**src/rtl/div_pkg.sv**
```systemverilog
package div_pkg;
  localparam int unsigned DIV_W = 32;

  typedef enum logic [1:0] {
    CASE_NORMAL   = 2'd0,
    CASE_ZERO_DEN = 2'd1,
    CASE_SGN_OVF  = 2'd2
  } div_case_e;
endpackage

```
**src/rtl/div_classify.sv**
```systemverilog
module div_classify
  import div_pkg::*;
#(
  parameter int unsigned W = DIV_W
) (
  input  logic         signed_i,
  input  logic [W-1:0] num_i,
  input  logic [W-1:0] den_i,
  output div_case_e    case_o,
  output logic [W-1:0] num_mag_o,
  output logic [W-1:0] den_mag_o,
  output logic         neg_o
);
  localparam logic [W-1:0] MOST_NEG = {1'b1, {(W-1){1'b0}}};
  localparam logic [W-1:0] ALL_ONES = {W{1'b1}};

  logic num_neg, den_neg;

  always_comb begin
    num_neg   = signed_i & num_i[W-1];
    den_neg   = signed_i & den_i[W-1];
    num_mag_o = num_neg ? (~num_i + 1'b1) : num_i;
    den_mag_o = den_neg ? (~den_i + 1'b1) : den_i;
    neg_o     = num_neg ^ den_neg;
    if (den_i == '0)
      case_o = CASE_ZERO_DEN;
    else if (signed_i && num_i == MOST_NEG && den_i == ALL_ONES)
      case_o = CASE_SGN_OVF;
    else
      case_o = CASE_NORMAL;
  end
endmodule

```
**src/rtl/div_iter.sv**
```systemverilog
module div_iter
  import div_pkg::*;
#(
  parameter int unsigned W = DIV_W
) (
  input  logic         clk_i,
  input  logic         rst_ni,
  input  logic         load_i,
  input  logic [W-1:0] num_mag_i,
  input  logic [W-1:0] den_mag_i,
  input  logic         neg_i,
  output logic         busy_o,
  output logic         fin_o,
  output logic [W-1:0] q_o
);
  localparam int unsigned CW = $clog2(W + 1);

  logic [CW-1:0] cnt_q;
  logic [W:0]    rem_q, rem_sh, diff, rem_nx;
  logic [W-1:0]  quo_q, den_q, quo_nx;
  logic          neg_q, take;

  assign busy_o = (cnt_q != '0);
  assign fin_o  = (cnt_q == CW'(1));

  // restoring step: shift in next dividend bit, subtract if it fits
  always_comb begin
    rem_sh = {rem_q[W-1:0], quo_q[W-1]};
    diff   = rem_sh - {1'b0, den_q};
    take   = ~diff[W];
    rem_nx = take ? diff : rem_sh;
    quo_nx = {quo_q[W-2:0], take};
    q_o    = neg_q ? (~quo_nx + 1'b1) : quo_nx;
  end

  always_ff @(posedge clk_i or negedge rst_ni) begin
    if (!rst_ni) begin
      cnt_q <= '0;
      rem_q <= '0;
      quo_q <= '0;
      den_q <= '0;
      neg_q <= 1'b0;
    end else if (load_i) begin
      cnt_q <= CW'(W);
      rem_q <= '0;
      quo_q <= num_mag_i;
      den_q <= den_mag_i;
      neg_q <= neg_i;
    end else if (busy_o) begin
      cnt_q <= cnt_q - 1'b1;
      rem_q <= rem_nx;
      quo_q <= quo_nx;
    end
  end

  assert_load_idle_R10: assert property (@(posedge clk_i) disable iff (!rst_ni)
    load_i |-> !busy_o);
  assert_fin_ends_busy_R5: assert property (@(posedge clk_i) disable iff (!rst_ni)
    fin_o |=> !busy_o);
  assert_load_starts_busy_R5: assert property (@(posedge clk_i) disable iff (!rst_ni)
    load_i |=> (busy_o && !fin_o));
endmodule

```
**src/rtl/div_flags.sv**
```systemverilog
module div_flags (
  input  logic clk_i,
  input  logic rst_ni,
  input  logic upd_i,
  input  logic en_i,
  input  logic hit_i,
  input  logic clr_i,
  output logic ovf_o,
  output logic so_o
);
  logic set_so;

  assign set_so = upd_i & en_i & hit_i;

  always_ff @(posedge clk_i or negedge rst_ni) begin
    if (!rst_ni) begin
      ovf_o <= 1'b0;
      so_o  <= 1'b0;
    end else begin
      if (upd_i && en_i) ovf_o <= hit_i;
      // set beats clear
      if (set_so)      so_o <= 1'b1;
      else if (clr_i)  so_o <= 1'b0;
    end
  end

  assert_ovf_sets_so_R7: assert property (@(posedge clk_i) disable iff (!rst_ni)
    (upd_i && en_i && hit_i) |=> (ovf_o && so_o));
  assert_so_sticky_R9: assert property (@(posedge clk_i) disable iff (!rst_ni)
    (so_o && !clr_i) |=> so_o);
  assert_no_update_R8: assert property (@(posedge clk_i) disable iff (!rst_ni)
    !(upd_i && en_i) |=> $stable(ovf_o));
endmodule

```
**src/rtl/int_seq_divider.sv**
```systemverilog
module int_seq_divider
  import div_pkg::*;
#(
  parameter int unsigned W = DIV_W
) (
  input  logic         clk_i,
  input  logic         rst_ni,
  input  logic         start_i,
  input  logic         signed_i,
  input  logic         ovf_en_i,
  input  logic         so_clr_i,
  input  logic [W-1:0] dividend_i,
  input  logic [W-1:0] divisor_i,
  output logic         busy_o,
  output logic         done_o,
  output logic [W-1:0] quotient_o,
  output logic         ovf_o,
  output logic         so_o
);
  div_case_e    cls;
  logic [W-1:0] num_mag, den_mag, core_q;
  logic         neg, accept, special, core_fin, ovf_en_q;
  logic         flag_upd, flag_en;

  div_classify #(.W(W)) u_classify (
    .signed_i  (signed_i),
    .num_i     (dividend_i),
    .den_i     (divisor_i),
    .case_o    (cls),
    .num_mag_o (num_mag),
    .den_mag_o (den_mag),
    .neg_o     (neg)
  );

  assign accept  = start_i & ~busy_o;
  assign special = (cls != CASE_NORMAL);

  div_iter #(.W(W)) u_iter (
    .clk_i     (clk_i),
    .rst_ni    (rst_ni),
    .load_i    (accept & ~special),
    .num_mag_i (num_mag),
    .den_mag_i (den_mag),
    .neg_i     (neg),
    .busy_o    (busy_o),
    .fin_o     (core_fin),
    .q_o       (core_q)
  );

  assign flag_upd = core_fin | (accept & special);
  assign flag_en  = core_fin ? ovf_en_q : ovf_en_i;

  div_flags u_flags (
    .clk_i  (clk_i),
    .rst_ni (rst_ni),
    .upd_i  (flag_upd),
    .en_i   (flag_en),
    .hit_i  (accept & special),
    .clr_i  (so_clr_i),
    .ovf_o  (ovf_o),
    .so_o   (so_o)
  );

  always_ff @(posedge clk_i or negedge rst_ni) begin
    if (!rst_ni) begin
      done_o     <= 1'b0;
      quotient_o <= '0;
      ovf_en_q   <= 1'b0;
    end else begin
      done_o <= flag_upd;
      if (accept && !special) ovf_en_q <= ovf_en_i;
      if (core_fin)                quotient_o <= core_q;
      else if (accept && special)  quotient_o <= '0;
    end
  end

  assert_forced_zero_R6: assert property (@(posedge clk_i) disable iff (!rst_ni)
    (accept && special) |=> (done_o && quotient_o == '0 && !busy_o));
  assert_quotient_held_R5: assert property (@(posedge clk_i) disable iff (!rst_ni)
    (busy_o && !core_fin) |=> ($stable(quotient_o) && !done_o));
  assert_busy_start_ignored_R10: assert property (@(posedge clk_i) disable iff (!rst_ni)
    (start_i && busy_o && !core_fin) |=> busy_o);
  assert_done_not_busy_R5: assert property (@(posedge clk_i) disable iff (!rst_ni)
    done_o |-> !busy_o);
endmodule

```
**config.mk**
```make
export PLATFORM = sky130hd
export DESIGN_NAME = int_seq_divider
export DESIGN_NICKNAME = d
export VERILOG_FILES = /design/src/rtl/div_pkg.sv /design/src/rtl/div_classify.sv /design/src/rtl/div_iter.sv /design/src/rtl/div_flags.sv /design/src/rtl/int_seq_divider.sv
export SDC_FILE = /design/constraint.sdc
export NUM_CORES = 1
export LEC_CHECK = 0
export BUFFER_PORTS_ARGS = -buffer_cell sky130_fd_sc_hd__buf_2
export CAP_MARGIN = 15
export CELL_PAD_IN_SITES_DETAIL_PLACEMENT = 0
export CELL_PAD_IN_SITES_GLOBAL_PLACEMENT = 1
export CORE_MARGIN = 3
export CORE_UTILIZATION = 45
export CTS_CLUSTER_SIZE = 10
export DETAILED_ROUTE_END_ITERATION = 8
export MAX_ROUTING_LAYER = met4
export PLACE_DENSITY = 0.84
export SLEW_MARGIN = 20
export SYNTH_ARGS = -nofsm -noshare
export SYNTH_HDL_FRONTEND = slang
export SYNTH_SLANG_ARGS = --single-unit
```
**constraint.sdc**
```tcl
create_clock -name clk_i -period 8.3 [get_ports clk_i]
set_clock_uncertainty 0.15 [all_clocks]
set_input_delay 0.83 -clock clk_i [delete_from_list [all_inputs] [get_ports clk_i]]
set_output_delay 0.83 -clock clk_i [all_outputs]
set_load 0.1 [all_outputs]
```
==> key figures <==
Outcome
  • Outcome: finished, final reports clean

Routing
  • Initial DRC Count: 646
  • Via density: ~5.8
  • WL/cell: 17.7 um
  • Via count: 8840
  • WL final: 27000 um
  • Antenna viol nets, final: 0
  • Pre-antenna DRT Iters: 5
  • DRC Markers: 0

Layout
  • Final cell count without fillers: 1521
  • Filler cells: 2041
  • Synth-to-layout area growth: 13.2%
  • Reg area: 0.00348 mm2
  • Nets: ~1300
  • Multi-input gate area: 0.00573 mm2
  • Fin util: between 50% and 60%
  • Share of layout cells above drive strength 1: 13.4%

Timing
  • Final setup violation count: 0
  • Slew HR: about a third
  • Final hold violation count: 0
  • Setup TNS: 0 ns
  • Max Clk Rate: 236 MHz
  • Minimum clock period: 4.24 ns
  • Final period util: 51.1%
  • Pins Over Slew Limit: 0
  • Worst-Margin Slew: 1.01 ns
  • RSZ-0062 raised after global routing: no

Synthesis
  • Cells after Synth: approximately 1200
  • Synthesized Nets: around 1300
  • Post-synth ARST share: 100%
  • Synth Register Bits: between 100 and 150
  • Synth top area cells: dfrtp_1, xor2_1, a21oi_1
  • Register area share after synthesis: roughly 36%
  • Synth Cell Area: 0.00968 mm2
  • Main synth FF type: dfrtp_1
  • Number of synthesized flops with an enable pin: 0
  • Yosys top cell by area: dfrtp_1
  • Unique masters post-synth: 65
  • Mean Syn Cell Area: 8.30 um2
  • Post-synth top area share: a little over a third
  • Yosys warns: 0

Power
  • Cell Pwr Density: between 500 and 600 mW/mm2
  • Worst vdd ir: about 210 uV
  • Pwr Total: around 5.5 mW
  • LEAKAGE: approximately 4.7 nW

Clock network
  • Setup bufs post-CTS: 0
  • Clock root buffer: clkbuf_16
  • # clock sinks: roughly 140
  • Post-CTS sizing: 0
  • CTS tree: built
  • CTS buffer count: 17
  • Deepest clock path buffer count: 2
  • Clk Latency, worst-skew pair: 0.44 ns
  • CTS HTree Levels: 4
  • Hold buffer count at cts: 0
  • Reg clk slew, reported paths: 0.07 ns

Setup path
  • CP required: about 8.5 ns
  • Critical Path AT: around 4.4 ns
  • CP Class: in -> reg
  • Worst path bufs/invs: 1
  • Crit path top cell by count: nor3b_1
  • Slowest CP cell: nor2_4
  • Worst Path Max Fanout: 56
  • Crit path cell chain: buf_2, or3_1, nor3b_1, nor3b_1, nand3_1, o22a_1, and3_2, nor2_4, a22oi_1, o21ai_0
  • Crit path launch type: primary input
  • Setup crit end kind: flip-flop
  • Largest stage delay on the critical path: 0.72 ns
  • Critical path's top delay family: simple AND/OR/NAND/NOR gates

Floorplanning
  • Initial Util: a little under half
  • # IOs: 106
  • Core Area: 0.0211 mm2
  • Die area: ~0.023 mm2
  • Site Rows: 53
  • Die X: 153 um
  • DIE HEIGHT: between 150 and 200 um

GRT
  • Grt met1 use: 34.1%
  • Vias in the first global route: 8391
  • Initial antenna violation count: 4
  • First-pass GRT wire length: 44200 um
  • Largest net degree at the start of global routing: 84
  • Global route overflow: 0
  • GRT busiest layer: met2
  • Gr usage total: 23.7%
  • Met2 Use GR: 35.6%
  • Met3 Use GR: 4.29%

Place
  • Number of buffers added on ports: 105
  • Hpwl dp: 19600 um
  • RePlAce Congestion: 0.910
  • Dpl cells: between 1000 and 1500

Flow run
  • MaxCap Viol Count: 0

Worst hold path
  • Type of the worst min-delay path: in -> async
-- synth_stat cells, types with 9 or more instances --
cell type  count
nand4_1       26
a221o_1       28
xor2_1        71
a21o_1        14
o21ai_0       98
and2_1         9
a21oi_1      103
inv_1         55
nand3_1       41
xnor2_1       38
nor4_1        10
buf_2         13
ha_1          38
clkbuf_1      52
o211ai_1      13
o31ai_1       30
nor2_1        90
a31oi_1       15
nand2_1      127
dfrtp_1      139
nor3_1        23
-- worst paths after layout --
path | end | cells past startpoint | startpoint | slack, ns
worst max-delay path | u_iter.quo_q[29] | 10 | divisor_i[4] | 4.06
worst min-delay path | quotient_o[26] | 1 | rst_ni | 0.24
worst max register to register | quotient_o[18] | 15 | u_iter.quo_q[31] | 4.06
worst min register to register | quotient_o[7] | 2 | quotient_o[7] | 0.33
max in group asynchronous | u_iter.quo_q[27] | 2 | rst_ni | 6.37
min in group clk_i | quotient_o[7] | 2 | quotient_o[7] | 0.33
-- flip-flops by register name (all words and copies together) (netlist names), 6 cells and up --
register	count
quotient_o	32
u_iter.rem_q	32
u_iter.cnt_q	6
u_iter.den_q	32
u_iter.quo_q	32
-- worst reg2reg max path, delay by kind of cell, from the launching register on --
kind / cells / cell delay [ns]
AO/OA/AOI/OAI: 7 / 1.81
adder cells (fa/ha/maj): 3 / 0.87
AND/OR/NAND/NOR: 2 / 0.52
flip-flops: 1 / 0.36
XOR/XNOR: 1 / 0.23
buffers and inverters: 2 / 0.17
-- placed cells by master, fill, tap and decap left out, types with 6 or more instances in the layout --
| cell | Yosys | routed |
|---|---|---|
| nand3_1 | 41 | 40 |
| a22oi_1 | 7 | 7 |
| and2_1 | 9 | 9 |
| a221o_1 | 28 | 28 |
| nand4_1 | 26 | 26 |
| a21o_1 | 14 | 14 |
| nor2b_1 | 7 | 7 |
| buf_2 | 13 | 104 |
| mux2i_1 | 8 | 8 |
| nor3_1 | 23 | 23 |
| o211ai_1 | 13 | 13 |
| dfrtp_1 | 139 | 139 |
| nor4_1 | 10 | 10 |
| nand3b_1 | 8 | 8 |
| xor2_1 | 71 | 71 |
| nand2_1 | 127 | 127 |
| buf_4 | 0 | 9 |
| clkbuf_16 | 0 | 17 |
| or3_1 | 8 | 8 |
| o31ai_1 | 30 | 30 |
| inv_1 | 55 | 54 |
| o41ai_1 | 8 | 8 |
| a21oi_1 | 103 | 102 |
| nand2b_1 | 6 | 6 |
| nor2_1 | 90 | 90 |
| ha_1 | 38 | 38 |
| xnor2_1 | 38 | 38 |
| o21ai_0 | 98 | 98 |
| a31oi_1 | 15 | 14 |
| and3_1 | 7 | 6 |
-- per-stage QoR --
stage	hold WS [ns]	cell area [um2]	setup slack, ns
3_5_place_dp	0.317	10300	3.67
2_1_floorplan	0.289	9680	4.21
4_1_cts	0.269	10900	4.04
5_1_grt	0.290	11000	3.60
3_3_place_gp	0.306	10300	3.33
6_report	0.241	11000	4.06
-- metal layers --
metal,share of wire (%),vias up
li1,-,4365
met1,48,4213
met2,45,242
met3,5.7,20
met4,1.1,0
met5,0,-
-- final cells by class --
| class | count | share of cell area [%] |
|---|---|---|
| Multi-Input combinational cell | 902 | 52.3 |
| Sequential cell | 139 | 31.7 |
| Timing Repair Buffer | 114 | 5.47 |
| Clock buffer | 17 | 3.88 |
| Tap cell | 275 | 3.14 |
| Inverter | 55 | 1.88 |
| Clock inverter | 15 | 1.56 |
| Antenna cell | 4 | 0.0913 |
-- cell families (layout without fill, tap and decap cells) --
group,Yosys count,after routing,share of synthesized area [%]
other,0,4,0
xor gates and xnor gates,109,109,9.86
muxes,9,9,0.943
buffers and inverters,126,201,5.22
adders and majority gates,39,39,5.12
and+or+nand+nor,388,388,19.5
AOI/OAI and AO/OA,357,357,23.4
DFF,139,139,35.9
-- power by group --
group / switching (mW) / internal [mW] / leakage [nW] / total (mW)
Clock: 0.362 / 0.406 / 0.286 / 0.768
Combinational: 2.20 / 1.19 / 2.76 / 3.39
Sequential: 0.319 / 1.04 / 1.68 / 1.35
Note: power is estimated with default switching activity, not from simulation.
